`config.mk`:
```
export PLATFORM = sky130hd
export DESIGN_NAME = sshift_port
export DESIGN_NICKNAME = d
export VERILOG_FILES = /design/src/rtl/sshift_pkg.sv /design/src/rtl/sshift_sync.sv /design/src/rtl/sshift_clkgen.sv /design/src/rtl/sshift_core.sv /design/src/rtl/sshift_addr.sv /design/src/rtl/sshift_port.sv
export SDC_FILE = /design/constraint.sdc
export NUM_CORES = 1
export LEC_CHECK = 0
export BUFFER_PORTS_ARGS = -buffer_cell sky130_fd_sc_hd__buf_2
export CAP_MARGIN = 40
export CORE_UTILIZATION = 45
export CTS_BUF_LIST = sky130_fd_sc_hd__clkbuf_8
export CTS_CLUSTER_DIAMETER = 30
export DETAILED_ROUTE_END_ITERATION = 16
export HOLD_SLACK_MARGIN = 0.1
export SYNTH_ARGS = -nofsm -noshare
export SYNTH_HDL_FRONTEND = slang
export SYNTH_SLANG_ARGS = --single-unit
```
`constraint.sdc`:
```
create_clock -name clk -period 3 [get_ports clk]
set_input_delay 0 -clock clk [delete_from_list [all_inputs] [get_ports clk]]
set_output_delay 0 -clock clk [all_outputs]
set_load 0.01 [all_outputs]
```
`src/rtl/sshift_pkg.sv`:
```
package sshift_pkg;
   localparam int unsigned ADDR_W = 2;

   localparam logic [ADDR_W-1:0] A_MODE  = 2'd0;
   localparam logic [ADDR_W-1:0] A_SHIFT = 2'd1;
   localparam logic [ADDR_W-1:0] A_SVA   = 2'd2;
   localparam logic [ADDR_W-1:0] A_PSEL  = 2'd3;

   localparam int unsigned B_EN    = 7;
   localparam int unsigned B_MATCH = 6;
   localparam int unsigned B_WAKE  = 5;
   localparam int unsigned B_TWO   = 4;
   localparam int unsigned B_LSB   = 3;

   typedef enum logic [1:0] {
      SRC_EXT   = 2'b00,
      SRC_TMR   = 2'b01,
      SRC_PRE   = 2'b10,
      SRC_PRE_B = 2'b11
   } clk_src_e;

   typedef struct packed {
      logic     en;
      logic     wake;
      logic     two;
      logic     lsb;
      clk_src_e src;
   } mode_t;
endpackage

```
`src/rtl/sshift_sync.sv`:
```
module sshift_sync #(
   parameter int unsigned W      = 1,
   parameter int unsigned STAGES = 2
) (
   input  logic         clk,
   input  logic         rst_n,
   input  logic [W-1:0] rst_val,
   input  logic [W-1:0] d,
   output logic [W-1:0] q
);
   generate
      if (STAGES < 1) begin : g_bad_stages
         $error("sshift_sync: STAGES must be at least 1");
      end
   endgenerate

   logic [W-1:0] stage [STAGES];

   always_ff @(posedge clk or negedge rst_n) begin
      if (!rst_n) begin
         for (int i = 0; i < STAGES; i++) stage[i] <= rst_val;
      end else begin
         stage[0] <= d;
         for (int i = 1; i < STAGES; i++) stage[i] <= stage[i-1];
      end
   end

   assign q = stage[STAGES-1];
endmodule

```
`src/rtl/sshift_clkgen.sv`:
```
module sshift_clkgen #(
   parameter int unsigned PS_W    = 2,
   parameter int unsigned TMR_DIV = 16
) (
   input  logic            clk,
   input  logic            rst_n,
   input  logic            en,
   input  logic            two,
   input  logic [1:0]      src,
   input  logic [PS_W-1:0] ps_sel,
   input  logic            tmr_s,
   output logic            tick
);
   localparam int unsigned PS_CNT_W = (1 << PS_W) + 1;
   localparam int unsigned DIV_W    = (TMR_DIV > 1) ? $clog2(TMR_DIV) : 1;

   logic                tmr_prev;
   logic                tmr_rise;
   logic [PS_CNT_W-1:0] ps_cnt;
   logic [PS_CNT_W-1:0] ps_lim;
   logic                ps_tick;
   logic                tmr_tick;

   assign tmr_rise = tmr_s & ~tmr_prev;
   assign ps_lim   = PS_CNT_W'((1 << (ps_sel + 1)) - 1);
   assign ps_tick  = (ps_cnt >= ps_lim);

   always_ff @(posedge clk or negedge rst_n) begin
      if (!rst_n) begin
         tmr_prev <= 1'b0;
         ps_cnt   <= '0;
      end else begin
         tmr_prev <= tmr_s;
         if (!en || ps_tick) ps_cnt <= '0;
         else                ps_cnt <= ps_cnt + 1'b1;
      end
   end

   generate
      if (TMR_DIV > 1) begin : g_tmr_div
         logic [DIV_W-1:0] div_cnt;
         logic             div_last;
         assign div_last = (div_cnt == DIV_W'(TMR_DIV - 1));
         always_ff @(posedge clk or negedge rst_n) begin
            if (!rst_n) begin
               div_cnt <= '0;
            end else if (!en || !two) begin
               div_cnt <= '0;
            end else if (tmr_rise) begin
               div_cnt <= div_last ? '0 : div_cnt + 1'b1;
            end
         end
         assign tmr_tick = two ? (tmr_rise & div_last) : tmr_rise;
      end else begin : g_tmr_nodiv
         assign tmr_tick = tmr_rise;
      end
   endgenerate

   always_comb begin
      unique case (src)
         2'b00:   tick = 1'b0;
         2'b01:   tick = tmr_tick;
         default: tick = ps_tick;
      endcase
      if (!en) tick = 1'b0;
   end
endmodule

```
`src/rtl/sshift_core.sv`:
```
module sshift_core #(
   parameter int unsigned DATA_W = 8
) (
   input  logic              clk,
   input  logic              rst_n,
   input  logic              en,
   input  logic              msb_first,
   input  logic              int_clk,
   input  logic              tick,
   input  logic              sck_s,
   input  logic              din,
   input  logic              wr_sr,
   input  logic              go,
   input  logic              start_rx,
   input  logic [DATA_W-1:0] wdata,
   output logic [DATA_W-1:0] sr,
   output logic              busy,
   output logic              clk_q,
   output logic              so_q,
   output logic              done
);
   localparam int unsigned CNT_W = (DATA_W > 1) ? $clog2(DATA_W) : 1;
   localparam logic [CNT_W-1:0] LAST = CNT_W'(DATA_W - 1);

   logic             sck_prev;
   logic             rx_only;
   logic [CNT_W-1:0] cnt;
   logic             ev_fall;
   logic             ev_rise;
   logic             out_bit;
   logic [DATA_W-1:0] sr_next;

   always_comb begin
      if (int_clk) begin
         ev_fall = tick & clk_q;
         ev_rise = tick & ~clk_q;
      end else begin
         ev_fall = sck_prev & ~sck_s;
         ev_rise = ~sck_prev & sck_s;
      end
      out_bit = msb_first ? sr[DATA_W-1] : sr[0];
      sr_next = msb_first ? {sr[DATA_W-2:0], din} : {din, sr[DATA_W-1:1]};
   end

   always_ff @(posedge clk or negedge rst_n) begin
      if (!rst_n) begin
         sck_prev <= 1'b1;
         sr       <= '0;
         busy     <= 1'b0;
         rx_only  <= 1'b0;
         cnt      <= '0;
         clk_q    <= 1'b1;
         so_q     <= 1'b1;
         done     <= 1'b0;
      end else begin
         sck_prev <= sck_s;
         done     <= 1'b0;
         if (!en) begin
            busy    <= 1'b0;
            rx_only <= 1'b0;
            cnt     <= '0;
            clk_q   <= 1'b1;
            so_q    <= 1'b1;
            if (wr_sr) sr <= wdata;
         end else if (start_rx) begin
            busy    <= 1'b1;
            rx_only <= 1'b1;
            cnt     <= '0;
            clk_q   <= 1'b1;
            so_q    <= 1'b1;
         end else if (wr_sr) begin
            sr      <= wdata;
            busy    <= go;
            rx_only <= 1'b0;
            cnt     <= '0;
            clk_q   <= 1'b1;
         end else if (busy) begin
            if (ev_fall) begin
               so_q <= rx_only ? 1'b1 : out_bit;
               if (int_clk) clk_q <= 1'b0;
            end
            if (ev_rise) begin
               sr  <= sr_next;
               cnt <= cnt + 1'b1;
               if (int_clk) clk_q <= 1'b1;
               if (cnt == LAST) begin
                  busy <= 1'b0;
                  done <= 1'b1;
                  so_q <= 1'b1;
               end
            end
         end
      end
   end
endmodule

```
`src/rtl/sshift_addr.sv`:
```
module sshift_addr #(
   parameter int unsigned DATA_W = 8
) (
   input  logic              clk,
   input  logic              rst_n,
   input  logic              en,
   input  logic              two,
   input  logic              wake,
   input  logic              sck_s,
   input  logic              sda_s,
   input  logic              done,
   input  logic [DATA_W-1:0] sr,
   input  logic [DATA_W-1:0] sva,
   output logic              start,
   output logic              match,
   output logic              irq
);
   logic scl_prev;
   logic sda_prev;
   logic armed;

   assign start = en & two & scl_prev & sck_s & sda_prev & ~sda_s;
   assign match = en & (sr == sva);

   always_ff @(posedge clk or negedge rst_n) begin
      if (!rst_n) begin
         scl_prev <= 1'b1;
         sda_prev <= 1'b1;
         armed    <= 1'b0;
         irq      <= 1'b0;
      end else begin
         scl_prev <= sck_s;
         sda_prev <= sda_s;
         irq      <= en & done & (~wake | (armed & (sr == sva)));
         if (!en)       armed <= 1'b0;
         else if (start) armed <= 1'b1;
         else if (done)  armed <= 1'b0;
      end
   end
endmodule

```
`src/rtl/sshift_port.sv`:
```
module sshift_port #(
   parameter int unsigned DATA_W      = 8,
   parameter int unsigned PS_W        = 2,
   parameter int unsigned TMR_DIV     = 16,
   parameter int unsigned SYNC_STAGES = 2
) (
   input  logic              clk,
   input  logic              rst_n,
   input  logic              reg_we,
   input  logic [1:0]        reg_addr,
   input  logic [DATA_W-1:0] reg_wdata,
   output logic [DATA_W-1:0] reg_rdata,
   input  logic              tmr_i,
   input  logic              sck_i,
   output logic              sck_o,
   output logic              sck_oe,
   input  logic              si_i,
   output logic              so_o,
   input  logic              sda_i,
   output logic              sda_oe,
   output logic              irq
);
   import sshift_pkg::*;

   generate
      if (DATA_W < 8) begin : g_bad_width
         $error("sshift_port: DATA_W must be at least 8");
      end
      if (PS_W < 1 || PS_W > 4) begin : g_bad_ps
         $error("sshift_port: PS_W must be 1 to 4");
      end
      if (SYNC_STAGES < 2) begin : g_bad_sync
         $error("sshift_port: SYNC_STAGES must be at least 2");
      end
   endgenerate

   mode_t             mode_q;
   logic [PS_W-1:0]   ps_sel_q;
   logic [DATA_W-1:0] sva_q;

   logic              mode_en;
   logic              mode_wake;
   logic              mode_2w;
   logic              int_clk;
   logic              tmr_s, sck_s, si_s, sda_s;
   logic              tick;
   logic              wr_sr, go, start, start_rx;
   logic [DATA_W-1:0] sr_val;
   logic              busy, clk_q, so_q, done;
   logic              match_flag;

   assign mode_en   = mode_q.en;
   assign mode_wake = mode_q.wake;
   assign mode_2w   = mode_q.two;
   assign int_clk   = (mode_q.src != SRC_EXT);

   always_ff @(posedge clk or negedge rst_n) begin
      if (!rst_n) begin
         mode_q   <= '0;
         ps_sel_q <= '0;
         sva_q    <= '0;
      end else if (reg_we) begin
         unique case (reg_addr)
            A_MODE: begin
               mode_q.en   <= reg_wdata[B_EN];
               mode_q.wake <= reg_wdata[B_WAKE];
               mode_q.two  <= reg_wdata[B_TWO];
               mode_q.lsb  <= reg_wdata[B_LSB];
               mode_q.src  <= clk_src_e'(reg_wdata[1:0]);
            end
            A_SVA:   sva_q    <= reg_wdata;
            A_PSEL:  ps_sel_q <= reg_wdata[PS_W-1:0];
            default: ;
         endcase
      end
   end

   always_comb begin
      reg_rdata = '0;
      unique case (reg_addr)
         A_MODE: begin
            reg_rdata[B_EN]    = mode_q.en;
            reg_rdata[B_MATCH] = match_flag;
            reg_rdata[B_WAKE]  = mode_q.wake;
            reg_rdata[B_TWO]   = mode_q.two;
            reg_rdata[B_LSB]   = mode_q.lsb;
            reg_rdata[1:0]     = mode_q.src;
         end
         A_SHIFT: reg_rdata = sr_val;
         A_SVA:   reg_rdata = sva_q;
         default: reg_rdata[PS_W-1:0] = ps_sel_q;
      endcase
   end

   sshift_sync #(.W(4), .STAGES(SYNC_STAGES)) u_sync (
      .clk     (clk),
      .rst_n   (rst_n),
      .rst_val (4'b0111),
      .d       ({tmr_i, sck_i, si_i, sda_i}),
      .q       ({tmr_s, sck_s, si_s, sda_s})
   );

   sshift_clkgen #(.PS_W(PS_W), .TMR_DIV(TMR_DIV)) u_clkgen (
      .clk    (clk),
      .rst_n  (rst_n),
      .en     (mode_en),
      .two    (mode_2w),
      .src    (mode_q.src),
      .ps_sel (ps_sel_q),
      .tmr_s  (tmr_s),
      .tick   (tick)
   );

   assign wr_sr    = reg_we & (reg_addr == A_SHIFT) & ~mode_wake & ~busy;
   assign go       = wr_sr & mode_en;
   assign start_rx = start & ~int_clk;

   sshift_core #(.DATA_W(DATA_W)) u_core (
      .clk       (clk),
      .rst_n     (rst_n),
      .en        (mode_en),
      .msb_first (mode_2w | ~mode_q.lsb),
      .int_clk   (int_clk),
      .tick      (tick),
      .sck_s     (sck_s),
      .din       (mode_2w ? sda_s : si_s),
      .wr_sr     (wr_sr),
      .go        (go),
      .start_rx  (start_rx),
      .wdata     (reg_wdata),
      .sr        (sr_val),
      .busy      (busy),
      .clk_q     (clk_q),
      .so_q      (so_q),
      .done      (done)
   );

   sshift_addr #(.DATA_W(DATA_W)) u_addr (
      .clk   (clk),
      .rst_n (rst_n),
      .en    (mode_en),
      .two   (mode_2w),
      .wake  (mode_wake),
      .sck_s (sck_s),
      .sda_s (sda_s),
      .done  (done),
      .sr    (sr_val),
      .sva   (sva_q),
      .start (start),
      .match (match_flag),
      .irq   (irq)
   );

   assign sck_o  = mode_2w ? 1'b0 : clk_q;
   assign sck_oe = mode_en & int_clk & (mode_2w ? ~clk_q : 1'b1);
   assign so_o   = mode_2w ? 1'b1 : so_q;
   assign sda_oe = mode_en & mode_2w & ~so_q;
endmodule

```
* After elaboration in Yosys (flattened, before gate mapping)
Cells that the tools add are included.
Word-level totals: register bits after elaboration 54, word-level logic and storage cells 159
Operators by class: add/subtract/negate cells 5, magnitude comparators 1, eq/ne operators 14, shifts and indexed selects 1, mux-type cells 63, bitwise logic cells 35, reduce and logical (&&, ||, !) cells 17
Operators with widths (count):
- $mux 8 | 7
- $mux 1 | 43
- $shl 1x32->5 const A | 1
- $and 1x1->1 | 23
- $mux 3 | 5
- $pmux 5 s3 | 1
- $mux 4 | 3
- $not 1->1 | 10
- $reduce_and 2->1 | 5
- $ne 3x1->1 const B | 3
- $eq 8x8->1 | 1
- $ne 4x1->1 const B | 2
- $pmux 2 s3 | 1
- $reduce_bool 2->1 | 3
- $reduce_bool 3->1 | 2
- $add 5x1->5 const B | 1
- $ge 5x5->1 | 1
- $mux 5 | 1
- $sub 5x2->5 const B | 1
- $add 4x1->4 const B | 1
- $eq 2x1->1 const B | 2
- $eq 2x2->1 const B | 2
- $eq 4x4->1 const B | 1
- $logic_not 2->1 | 2
- 10 further kinds | 14

* Depth between registers and ports, before layout
Gate-level depths: netlist (run 1).
depth after elaboration 15, depth in mapped cells 9, depth with buffers taken out 8

* Worst setup path after synthesis (run 1)
No wires, ideal clock.
path type register -> register, start reg u_clkgen.ps_cnt[2], end reg u_core.sr[0], data arrival time 2.042 ns, data required time 2.875 ns, setup slack 0.833 ns, stages on the path, launching flop included 8, period minus slack after synthesis 2.167 ns, cells stage by stage dfrtp_1 ha_1 nand2_1 o21ai_0 nand2_1 a211o_2 o22ai_4 mux2_2
Between the ends: word-level cells in the longest chain between the ends 7
Ends and longest elaborated chain:
- start: declaration | RTL line sshift_clkgen.sv:19 | logic [PS_CNT_W-1:0] ps_cnt;
- start signal: assignment | RTL line sshift_clkgen.sv:35 | else ps_cnt <= ps_cnt + 1'b1;
- $ge 5x5->1 | RTL line sshift_clkgen.sv:26 | assign ps_tick = (ps_cnt >= ps_lim);
- $pmux 1 s2 | RTL line sshift_clkgen.sv:60 | unique case (src)
- $mux 1 | RTL line sshift_clkgen.sv:65 | if (!en) tick = 1'b0;
- $and 1x1->1 | RTL line sshift_core.sv:36 | ev_rise = tick & ~clk_q;
- $mux 1 | RTL line sshift_core.sv:34 | if (int_clk) begin
- $reduce_bool 3->1 (no source line)
- $reduce_and 4->1 (no source line)
- end signal: assignment | RTL line sshift_core.sv:64 | if (wr_sr) sr <= wdata;
- end signal: assignment | RTL line sshift_core.sv:72 | sr <= wdata;
- end signal: assignment | RTL line sshift_core.sv:83 | sr <= sr_next;
- end: declaration | RTL line sshift_core.sv:16 | output logic [DATA_W-1:0] sr,
Every way passes these cells. A chain may end at the register's enable or synchronous reset.

* Worst setup path after layout (run 1)
start reg ps_sel_q[1], end reg u_core.sr[3]
Between the ends: word-level cells in the longest chain between the ends 10
Ends and longest elaborated chain:
- start: declaration | RTL line sshift_port.sv:38 | logic [PS_W-1:0] ps_sel_q;
- start signal: assignment | RTL line sshift_port.sv:72 | A_PSEL: ps_sel_q <= reg_wdata[PS_W-1:0];
- $add 2x1->3 | RTL line sshift_clkgen.sv:25 | assign ps_lim = PS_CNT_W'((1 << (ps_sel + 1)) - 1);
- $shl 1x32->5 | RTL line sshift_clkgen.sv:25
- $sub 5x2->5 | RTL line sshift_clkgen.sv:25
- $ge 5x5->1 | RTL line sshift_clkgen.sv:26
- $pmux 1 s2 | RTL line sshift_clkgen.sv:60
- $mux 1 | RTL line sshift_clkgen.sv:65
- $and 1x1->1 | RTL line sshift_core.sv:36
- $mux 1 | RTL line sshift_core.sv:34
- $reduce_bool 3->1 (no source line)
- $reduce_and 4->1 (no source line)
Every way passes these cells.

==> summary.md, run 1 <==
| Metric | Value |
|---|---|
| Largest net degree at the start of global routing | 38 |
| Crit Path Class | flip-flop to flip-flop |
| Status | finished clean |
| Worst-path clk slew | 100 ps |
| Startpoint Class | flip-flop |
| CTS HTree Levels | 2 |
| Global Route Usage Sum | approximately a fifth |
| Final RePlAce weighted congestion | 0.769 |
| Endpoints failing setup | 0 |
| Via Count | 2,171 |
| #FFs+latches synth | 54 |
| DR vias/cell | 5.47 |
| Drt total wl | around 6.3 mm |
| CP peak stage delay | 400 ps |
| Critical Path, Cell by Cell | inv_1, ha_1, nand2_1, o21ai_0, nand2_1, a211o_2, o22ai_4, mux2_2 |
| Critical path capture point type | flip-flop |
| Commonest non-fill, non-tap cell in the layout | dfrtp_1 |
| Worst skew pair latency | between 300 and 400 ps |
| Post-Syn Instances | 275 |
| First DRT Iteration DRCs | 173 |
| Worst Tran Pin Value | 842 ps |
| CTS Buffer Depth | 2 |
| Post-synthesis sequential area ratio | 46.6% |
| Yosys cell types | 51 |
| FFs w/ async S/R, synth | 100% |
| Pwr Total | 2040 µW |
| Num CTS Buffers | 5 |
| Period utilization | 80.6% |
| CORE AREA | 6310 µm² |
| Worst Skew | 11.0 ps |
| Initial DRT Pass Iterations | 5 |
| Mapped Area | 2920 µm² |
| Synth-to-Final Area Change | 15.8% |
| Clk root buf | clkbuf_8 |
| Max_slew headroom | 43.9% |
| RSZ-0062 raised after global routing | false |
| Fmax achieved | 413 MHz |
| Fin crit period | around 2400 ps |
| Antenna violations before repair | 0 |
| GRT overflow | 0 |
| Main synth FF type | dfrtp_1 |
| Leading cell types in the layout, fill and taps excluded | dfrtp_1 (44), nand2_1 (34), buf_2 (29) |
| Die H | between 80 and 90 µm |
| Starting Density | 46.3% |
| WP data required | between 3000 and 4000 ps |
| Vias in the first global route | about 2,000 |
| TritonCTS clock tree | built |
| Most used cell, CP | nand2_1 |
| # IOs | 30 |
| Final hold vios | 0 |
| Layout cells sized above 1 | between 20% and 30% |
| Yosys warnings | 0 |
| Crit path max fanout | 8 |
| Max-cap violations | 0 |
| DR WL/cell | 15.9 µm |
| Critical-path top delay cell | a211o_2 |
| Nets@finish | 350 |
| First-pass GRT wire length | approximately 10 mm |
| IO buf count | 29 |
| ANT nets after route | 0 |
| Chip width | 82.6 µm |
| Syn_area_per_cell | 10.6 µm² |
| Post-synth EDFFs | 0 |
| Post-CTS Setup Repair Bufs | 0 |
| Rows | 29 |
| Clock sink count | 54 |
| WP buf/inv | 1 |
| Worst hold-check path type | input port to flip-flop |
| Pwr dens | 603 nW/µm² |
| Die area | roughly 6800 µm² |
| Pleak | 0.00153 µW |
| Max-slew violation count | 0 |
| Worst vdd ir | 0.280 mV |
| Antenna cells | 0 |
| Setup TNS | 0 ps |
| Dpl hpwl | 4.52 mm |
| DR DRC count | 0 |
| CP delay by family, top | compound AO/OA/AOI/OAI gates |
| Crit path DAT | 2630 ps |
cells in the mapped netlist, types with 5 or more instances:
library cell | count | area, µm²
a21oi_1 | 11 | 55.1
a222oi_1 | 6 | 60.1
dfrtp_1 | 44 | 1100
dfstp_2 | 10 | 263
ha_1 | 14 | 175
inv_1 | 9 | 33.8
mux2_2 | 24 | 270
mux2i_1 | 14 | 140
nand2_1 | 34 | 128
nor2_1 | 22 | 82.6
nor2b_1 | 5 | 31.3
o21ai_0 | 11 | 55.1
xnor2_1 | 9 | 78.8
flip-flops by register name, indices dropped and copies added, names as in the netlist, 2 cells and up:
register / count
u_clkgen.ps_cnt: 5
sva_q: 8
u_sync.q: 4
u_core.cnt: 3
u_clkgen.g_tmr_div.div_cnt: 4
u_sync.stage: 4
ps_sel_q: 2
mode_q: 3
u_core.sr: 8
power by group:
part	internal (µW)	total, µW	switching (µW)	leakage (µW)
clock	234	471	237	0.0000575
sequential	850	1010	160	0.000662
combinational	289	562	273	0.000809
timing repair:
action / in CTS / in global routing
endpoints found under the hold margin: 58 / 0
gates resized for setup: 0 / 0
hold buffers: 14 / 0
final timing paths:
path / start / end / slack [ps] / cells after the start
setup / recovery: ps_sel_q[1]$_DFFE_PN0P_ / u_core.sr[3]$_DFFE_PN0P_ / 580 / 8
min in group asynchronous: rst_n / u_clkgen.g_tmr_div.div_cnt[3]$_DFFE_PN0P_ / 320 / 2
hold / removal: reg_addr[1] / ps_sel_q[1]$_DFFE_PN0P_ / 270 / 4
setup reg to reg: ps_sel_q[1]$_DFFE_PN0P_ / u_core.sr[3]$_DFFE_PN0P_ / 580 / 8
hold reg to reg: u_sync.stage[4]$_DFF_PN1_ / u_sync.q[0]$_DFF_PN1_ / 360 / 0
max in group asynchronous: rst_n / u_sync.stage[5]$_DFF_PN1_ / 1860 / 3
layer usage:
metal	GRT usage (%)	up-vias	share of wire, %
li1	-	1063	-
met1	28.7	1053	49
met2	31.3	48	45
met3	4.51	7	4.2
met4	7.07	0	1.4
met5	0	-	0
through the flow:
stage / setup slack (ps) / util, % / instance area, µm² / hold WS [ps] / std cells
3_5_place_dp: 572 / 49.7 / 3140 / 107 / 375
2_1_floorplan: 833 / - / 2930 / -296 / 276
4_1_cts: 560 / 53.6 / 3390 / 265 / 397
5_1_grt: 414 / 53.6 / 3390 / 295 / 397
3_3_place_gp: 597 / 49.7 / 3140 / 106 / 375
6_report: 581 / 53.6 / 3390 / 272 / 397
cell families after synthesis:
family          count (synthesis)  synth area share [%]
other cells                     1                 0.128
compound gates                 47                  11.6
mux                            38                  14.0
xor+xnor                       12                  3.59
flops                          54                  46.6
simple gates                   90                  14.9
fa+ha+maj                      14                  5.99
buf+inv                        19                  3.08
worst reg2reg max path, stage by stage (launching register included):
cell and delay [ps]:
dfrtp_1 380, inv_1 70, ha_1 290, nand2_1 50
o21ai_0 270, nand2_1 170, a211o_2 400, o22ai_4 310
mux2_2 380
final cells by class:
type                    instances  area [µm²]
clock buffers                   8         110
flip-flops and latches         54        1360
multi-input cells             203        1470
inverters                       9        33.8
fillers                       586        2930
well taps                      77        96.3
repair buffers                 46         308
Power figures use the tool's default switching activity.
==> run 2: changes to the inputs <==
--- a/config.mk
+++ b/config.mk
@@ -5,6 +5,7 @@
 export SDC_FILE = /design/constraint.sdc
 export NUM_CORES = 1
 export LEC_CHECK = 0
+export ABC_AREA = 1
 export BUFFER_PORTS_ARGS = -buffer_cell sky130_fd_sc_hd__buf_2
 export CAP_MARGIN = 40
 export CORE_UTILIZATION = 45
@@ -12,6 +13,7 @@
 export CTS_CLUSTER_DIAMETER = 30
 export DETAILED_ROUTE_END_ITERATION = 16
 export HOLD_SLACK_MARGIN = 0.1
+export PLACE_DENSITY = 0.66
 export SYNTH_ARGS = -nofsm -noshare
 export SYNTH_HDL_FRONTEND = slang
 export SYNTH_SLANG_ARGS = --single-unit
==> constraint.sdc (replaced) <==
create_clock -name clk -period 2.22 [get_ports clk]
set_input_delay 0 -clock clk [delete_from_list [all_inputs] [get_ports clk]]
set_output_delay 0 -clock clk [all_outputs]
set_load 0.01 [all_outputs]
==> summary.md, run 2 <==
| Metric | Value |
|---|---|
| Status | finished clean (unchanged) |
| Period utilization | 85.9% (was 80.6%) |
| Vias in the first global route | 2,324 (was 2,010) |
| First-pass GRT wire length | 10.7 mm (was 10.1 mm) |
| Post-synthesis sequential area ratio | 45.9% (was 46.6%) |
| Yosys top cell area share | 37.1% (was 37.7%) |
| Syn_area_per_cell | 8.39 µm² (was 10.6 µm²) |
| Leading area contributor after synthesis | dfrtp_1 (unchanged) |
| Nets@finish | 431 (was 350) |
| Antenna cells | 0 (unchanged) |
| GRT overflow | 0 (unchanged) |
| Mapped Area | 2970 µm² (was 2920 µm²) |
| Largest family of logic cells by synthesized area | simple AND/OR/NAND/NOR gates (unchanged) |
| Worst Skew | 6.29 ps (was 11.0 ps) |
| Synth cell count leaders | nand2_1 (90), dfrtp_1 (44), inv_1 (44), o21ai_0 (29) (was dfrtp_1 (44), nand2_1 (34), mux2_2 (24), nor2_1 (22)) |
| Commonest non-fill, non-tap cell in the layout | nand2_1 (was dfrtp_1) |
| CTS HTree Levels | 2 (unchanged) |
| Drt total wl | 6.37 mm (was 6.32 mm) |
| Leading cell types in the layout, fill and taps excluded | nand2_1 (90), inv_1 (45), dfrtp_1 (44) (was dfrtp_1 (44), nand2_1 (34), buf_2 (29)) |
| Largest net degree at the start of global routing | 34 (was 38) |
| CTS resizes | 0 (unchanged) |
| First DRT Iteration DRCs | 139 (was 173) |
| Starting Density | 46.8% (was 46.3%) |
| Worst-path clk slew | 90 ps (was 100 ps) |
| #FFs+latches synth | 54 (unchanged) |
| Wl on met1 | 3.12 mm (was 3.09 mm) |
| Critical path capture point type | flip-flop (unchanged) |
| Die H | 83.2 µm (was 82.6 µm) |
| CORE AREA | 6350 µm² (was 6310 µm²) |
| Post-CTS Setup Repair Bufs | 0 (unchanged) |
| Worst vdd ir | 0.385 mV (was 0.280 mV) |
| Compound-Gate Fraction of Synth Area | 14.8% (was 11.6%) |
| Main synth FF type | dfrtp_1 (unchanged) |
| Area post-placement | 3180 µm² (was 3140 µm²) |
| Mux contribution to synthesized area | 0% (was 14.0%) |
| Dpl hpwl | 4.64 mm (was 4.52 mm) |
| Clk root buf | clkbuf_8 (unchanged) |
| TritonCTS clock tree | built (unchanged) |
| IO buf count | 29 (unchanged) |
| Layout cells sized above 1 | 19.7% (was 26.6%) |
| Post-Syn Instances | 354 (was 275) |
| Crit path max fanout | 16 (was 8) |
| RSZ-0062 raised after global routing | false (unchanged) |
| DR vias/cell | 5.08 (was 5.47) |
| Rows | 29 (unchanged) |
| Simple-Gate Fraction of Synth Area | 21.4% (was 14.9%) |
| Initial DRT Pass Iterations | 4 (was 5) |
| Fin crit period | 1910 ps (was 2420 ps) |
| Yosys cell types | 33 (was 51) |
| Max-slew violation count | 0 (unchanged) |
| Worst skew pair latency | 310 ps (about the same) |
| Die area | 6930 µm² (was 6820 µm²) |
| Clock sink count | 54 (unchanged) |
| Chip width | 83.2 µm (was 82.6 µm) |
| Regs by FF count | sva_q: 8 flops, u_core.sr: 8 flops, u_clkgen.ps_cnt: 5 flops (unchanged) |
| Startpoint Class | flip-flop (unchanged) |
| Setup TNS | 0 ps (unchanged) |
| # IOs | 30 (unchanged) |
| Pwr dens | 726 nW/µm² (was 603 nW/µm²) |
| Length of routed met2 wiring | 2.94 mm (was 2.87 mm) |
| Max_slew headroom | 61.9% (was 43.9%) |
| Fmax achieved | 525 MHz (was 413 MHz) |
| Worst hold-check path type | input port to asynchronous set/reset pin (was input port to flip-flop) |
| Synth-to-Final Area Change | 15.2% (was 15.8%) |
| Via Count | 2,428 (was 2,171) |
| Final setup margin | 314 ps (was 581 ps) |
| Design area | 3420 µm² (was 3390 µm²) |
| Crit path DAT | 2150 ps (was 2630 ps) |
| Final RePlAce weighted congestion | 0.832 (was 0.769) |
| Register area | 1360 µm² (unchanged) |
| Pleak | 0.00167 µW (was 0.00153 µW) |
| Xor/xnor share of the synthesized area | 3.54% (was 3.59%) |
| DR DRC count | 0 (unchanged) |
| R2R Setup Slk | 310 ps (was 580 ps) |
| Pwr Total | 2480 µW (was 2040 µW) |
| WP data required | 2460 ps (was 3210 ps) |
| Yosys warnings | 0 (unchanged) |
| Global Route Usage Sum | 19.2% (was 20.5%) |
| Worst Tran Pin Value | 570 ps (was 842 ps) |
| Area contributors post-synth | dfrtp_1 (37%), nand2_1 (11%), dfstp_2 (8.8%), ha_1 (5.9%), inv_1 (5.6%) (was dfrtp_1 (38%), mux2_2 (9.2%), dfstp_2 (9.0%), ha_1 (6.0%), mux2i_1 (4.8%)) |
| Endpoints failing setup | 0 (unchanged) |
| Non-filler cells, final | 478 (was 397) |
| Crit Path Class | flip-flop to flip-flop (unchanged) |
| Num CTS Buffers | 5 (unchanged) |
| Antenna violations before repair | 0 (unchanged) |
| Post-Synth Adder-Cell Area | 5.90% (was 5.99%) |
| Multi-input logic area | 1360 µm² (was 1470 µm²) |
| Met3 wire len | 185 µm (was 266 µm) |
| Max-cap violations | 0 (unchanged) |
| Most common cell in the netlist | nand2_1 (was dfrtp_1) |
| Final hold vios | 0 (unchanged) |
| Top sig layer | met4 (unchanged) |
| FFs w/ async S/R, synth | 100% (unchanged) |
| Post-synth EDFFs | 0 (unchanged) |
| ANT nets after route | 0 (unchanged) |
| DR WL/cell | 13.3 µm (was 15.9 µm) |
| # fillers | 606 (was 586) |
| CTS Buffer Depth | 2 (unchanged) |
| Dpl cells | 455 (was 375) |
| Pre-CTS WS | 307 ps (was 572 ps) |
-- run 2: cell families after synthesis --
logic type	count (synthesis)
XOR/XNOR	12
AND/OR/NAND/NOR	143
buffers and inverters	60
AO/OA/AOI/OAI	70
other	1
flip-flops	54
adder cells (fa/ha/maj)	14
-- run 2: worst max-delay path, cell delays in order (launching register included) --
cell	delay, ps
dfrtp_1	410
nand2_1	80
ha_1	270
nand2_1	60
nor2_1	100
nand2_1	70
nand4_1	140
nand3_2	110
nand2_4	110
nand2_4	60
o21ai_4	210
nand2_1	150
o21ai_2	80
-- run 2: worst paths after layout --
path	startpoint	endpoint	depth (start not counted)
setup / recovery	ps_sel_q[0]$_DFFE_PN0P_	u_core.sr[7]$_DFFE_PN0P_	12
hold / removal	rst_n	u_core.sr[1]$_DFFE_PN0P_	3
setup reg to reg	ps_sel_q[0]$_DFFE_PN0P_	u_core.sr[7]$_DFFE_PN0P_	12
hold reg to reg	u_sync.stage[4]$_DFF_PN1_	u_sync.q[0]$_DFF_PN1_	0
max in group asynchronous	rst_n	u_clkgen.ps_cnt[0]$_DFF_PN0_	3
min in group clk	reg_addr[1]	ps_sel_q[1]$_DFFE_PN0P_	5
-- run 2: layout make-up --
type	count	area share, %
multi-input cells	241	39.9
well taps	77	2.82
flip-flops and latches	54	39.9
inverters	52	5.71
clock inverters	2	0.256
clock buffers	6	2.41
repair buffers	46	9.07
-- run 2: timing repair --
action | in CTS | in global routing
endpoints found under the hold margin | 68 | 0
endpoints found under the setup margin | 0 | 0
hold buffers | 15 | 0
-- run 2: routing by layer --
| layer | up-vias | global-route usage [%] |
|---|---|---|
| met2 | 40 | 31.0 |
| met5 | - | 0 |
| met3 | 10 | 2.88 |
| met4 | 0 | 7.37 |
| li1 | 1234 | - |
| met1 | 1144 | 26.1 |
-- run 2: where the power goes --
part / switching, µW / internal, µW
Combinational: 385 / 271
Clock: 321 / 248
Sequential: 143 / 1110
Total: 849 / 1630
-- run 2: metrics by stage --
step,utilization [%],hold slack (ps)
2_1_floorplan,-,-296
3_3_place_gp,50.1,-196
3_5_place_dp,50.1,-197
4_1_cts,53.9,206
5_1_grt,53.9,238
6_report,53.9,214
==> run 3: changes to the inputs <==
--- a/config.mk
+++ b/config.mk
@@ -8,6 +8,7 @@
 export ABC_AREA = 1
 export BUFFER_PORTS_ARGS = -buffer_cell sky130_fd_sc_hd__buf_2
 export CAP_MARGIN = 40
+export CORE_ASPECT_RATIO = 0.9
 export CORE_UTILIZATION = 45
 export CTS_BUF_LIST = sky130_fd_sc_hd__clkbuf_8
 export CTS_CLUSTER_DIAMETER = 30
==> summary.md, run 3 (synthesis gave the netlist of run 2 again) <==
| Metric | Value |
|---|---|
| Final RePlAce weighted congestion | 0.842 (was 0.832) |
| Max-cap violations | 0 (unchanged) |
| IO buf count | 29 (unchanged) |
| Worst Skew | 5.14 ps (was 6.29 ps) |
| Pleak | 0.00168 µW (was 0.00167 µW) |
| Pre-CTS WS | 314 ps (was 307 ps) |
| Leading cell types in the layout, fill and taps excluded | nand2_1 (90), inv_1 (44), dfrtp_1 (44) (was nand2_1 (90), inv_1 (45), dfrtp_1 (44)) |
| Endpoints failing setup | 0 (unchanged) |
| Worst r2r src | ps_sel_q[1]$_DFFE_PN0P_ (was ps_sel_q[0]$_DFFE_PN0P_) |
| Crit Path Class | flip-flop to flip-flop (unchanged) |
| Crit path DAT | 2190 ps (was 2150 ps) |
| Critical path capture point type | flip-flop (unchanged) |
| Die area | 6930 µm² (about the same) |
| Global Route Usage Sum | 20.8% (was 19.2%) |
| Hold path startpoint | reg_addr[1] |
| Commonest non-fill, non-tap cell in the layout | nand2_1 (unchanged) |
| Nets@finish | 429 (was 431) |
| CORE AREA | 6250 µm² (was 6350 µm²) |
| # IOs | 30 (unchanged) |
| Worst vdd ir | 0.465 mV (was 0.385 mV) |
| DR WL/cell | 13.2 µm (was 13.3 µm) |
| CTS resizes | 0 (unchanged) |
| Initial DRT Pass Iterations | 4 (unchanged) |
| Worst Tran Pin Value | 634 ps (was 570 ps) |
| Largest net degree at the start of global routing | 29 (was 34) |
| Crit path from | ps_sel_q[1]$_DFFE_PN0P_ (was ps_sel_q[0]$_DFFE_PN0P_) |
| Layout cells sized above 1 | 19.5% (was 19.7%) |
| Final hold vios | 0 (unchanged) |
| Rows | 27 (was 29) |
| Clk root buf | clkbuf_8 (unchanged) |
| Clock sink count | 54 (unchanged) |
| Worst-path clk slew | 90 ps (about the same) |
| Chip width | 87.6 µm (was 83.2 µm) |
| RSZ-0062 raised after global routing | false (unchanged) |
| Period utilization | 87.6% (was 85.9%) |
| Regs by FF count | sva_q: 8 flops, u_core.sr: 8 flops, u_clkgen.ps_cnt: 5 flops (unchanged) |
| DR DRC count | 0 (unchanged) |
| Synth-to-Final Area Change | 16.9% (was 15.2%) |
| Final Core Density | 55.5% (was 53.9%) |
| Starting Density | 47.5% (was 46.8%) |
| Fmax achieved | 514 MHz (was 525 MHz) |
| CTS HTree Levels | 2 (unchanged) |
| Dpl hpwl | 4.72 mm (was 4.64 mm) |
| GRT overflow | 0 (unchanged) |
| Hold_ws | 196 ps (was 214 ps) |
| Worst hold-check path type | input port to flip-flop (was input port to asynchronous set/reset pin) |
| Worst skew pair latency | 310 ps (about the same) |
| Setup TNS | 0 ps (unchanged) |
| TritonCTS clock tree | built (unchanged) |
| CTS Buffer Depth | 2 (unchanged) |
| Num CTS Buffers | 5 (unchanged) |
| Startpoint Class | flip-flop (unchanged) |
| Dpl cells | 464 (was 455) |
| Final setup margin | 275 ps (was 314 ps) |
| Via Count | 2,438 (was 2,428) |
| Antenna cells | 0 (unchanged) |
| DR vias/cell | 5.02 (was 5.08) |
| ANT nets after route | 0 (unchanged) |
| First DRT Iteration DRCs | 181 (was 139) |
| Drt total wl | 6.42 mm (was 6.37 mm) |
| Non-filler cells, final | 486 (was 478) |
| Pwr dens | 776 nW/µm² (was 726 nW/µm²) |
| Vias in the first global route | 2,338 (was 2,324) |
| First-pass GRT wire length | 10.9 mm (was 10.7 mm) |
| Antenna violations before repair | 0 (unchanged) |
| Status | finished clean (unchanged) |
| Fin crit period | 1950 ps (was 1910 ps) |
| Max_slew headroom | 57.8% (was 61.9%) |
| Die H | 79.1 µm (was 83.2 µm) |
| Max-slew violation count | 0 (unchanged) |
| Crit path max fanout | 16 (unchanged) |
| WP data required | 2470 ps (was 2460 ps) |
## run 3: routing by layer
layer | vias to the layer above | GRT usage, % | share of wire [%]
met3 | 4 | 4.47 | 2.8
met5 | - | 0 | 0
li1 | 1229 | - | -
met1 | 1161 | 28.3 | 49
met2 | 44 | 34.1 | 48
met4 | 0 | 4.43 | 0.97
## run 3: path summary, 6_finish.rpt
kind	endpoint	slack, ps	cells past startpoint
setup / recovery	u_core.sr[7]$_DFFE_PN0P_	270	12
hold / removal	ps_sel_q[1]$_DFFE_PN0P_	200	5
setup reg to reg	u_core.sr[7]$_DFFE_PN0P_	270	12
hold reg to reg	u_sync.q[3]$_DFF_PN0_	360	0
max in group asynchronous	u_sync.stage[6]$_DFF_PN1_	1340	3
min in group asynchronous	u_addr.irq$_DFF_PN0_	240	2
## run 3: what timing repair did
| action | CTS | global route |
|---|---|---|
| hold buffers | 14 | 0 |
| endpoints found under the hold margin | 47 | 0 |
| buffers inserted | 0 | 0 |
| setup endpoints to repair | 0 | 0 |
## run 3: report_power, final
| part | total, µW | internal (µW) | switching (µW) | leakage (µW) |
|---|---|---|---|---|
| registers | 1270 | 1110 | 152 | 0.000674 |
| clock network | 770 | 446 | 324 | 0.0000658 |
| logic | 659 | 271 | 387 | 0.000943 |
## run 3: layout make-up
class	count	area, µm²
Timing Repair Buffer	44	305
Sequential cell	54	1360
Clock buffer	5	68.8
Multi-Input combinational cell	241	1360
Fill cell	609	2780
Inverter	52	195
Clock inverter	3	63.8
Tap cell	87	109
## run 3: critical path: stages, from the launching register on
cell     delay [ps]
dfrtp_1         390
inv_1            80
ha_1            310
nand2_1          60
nor2_1           90
nand2_1          70
nand4_1         140
nand3_2         120
nand2_4         120
nand2_4          60
o21ai_4         210
nand2_1         140
o21ai_2          80
## run 3: through the flow
stage / total power, µW / instance area, µm²
2_1_floorplan: 1720 / 2970
3_3_place_gp: 1910 / 3200
3_5_place_dp: 1920 / 3200
4_1_cts: 2710 / 3470
5_1_grt: 2850 / 3470
6_report: 2690 / 3470
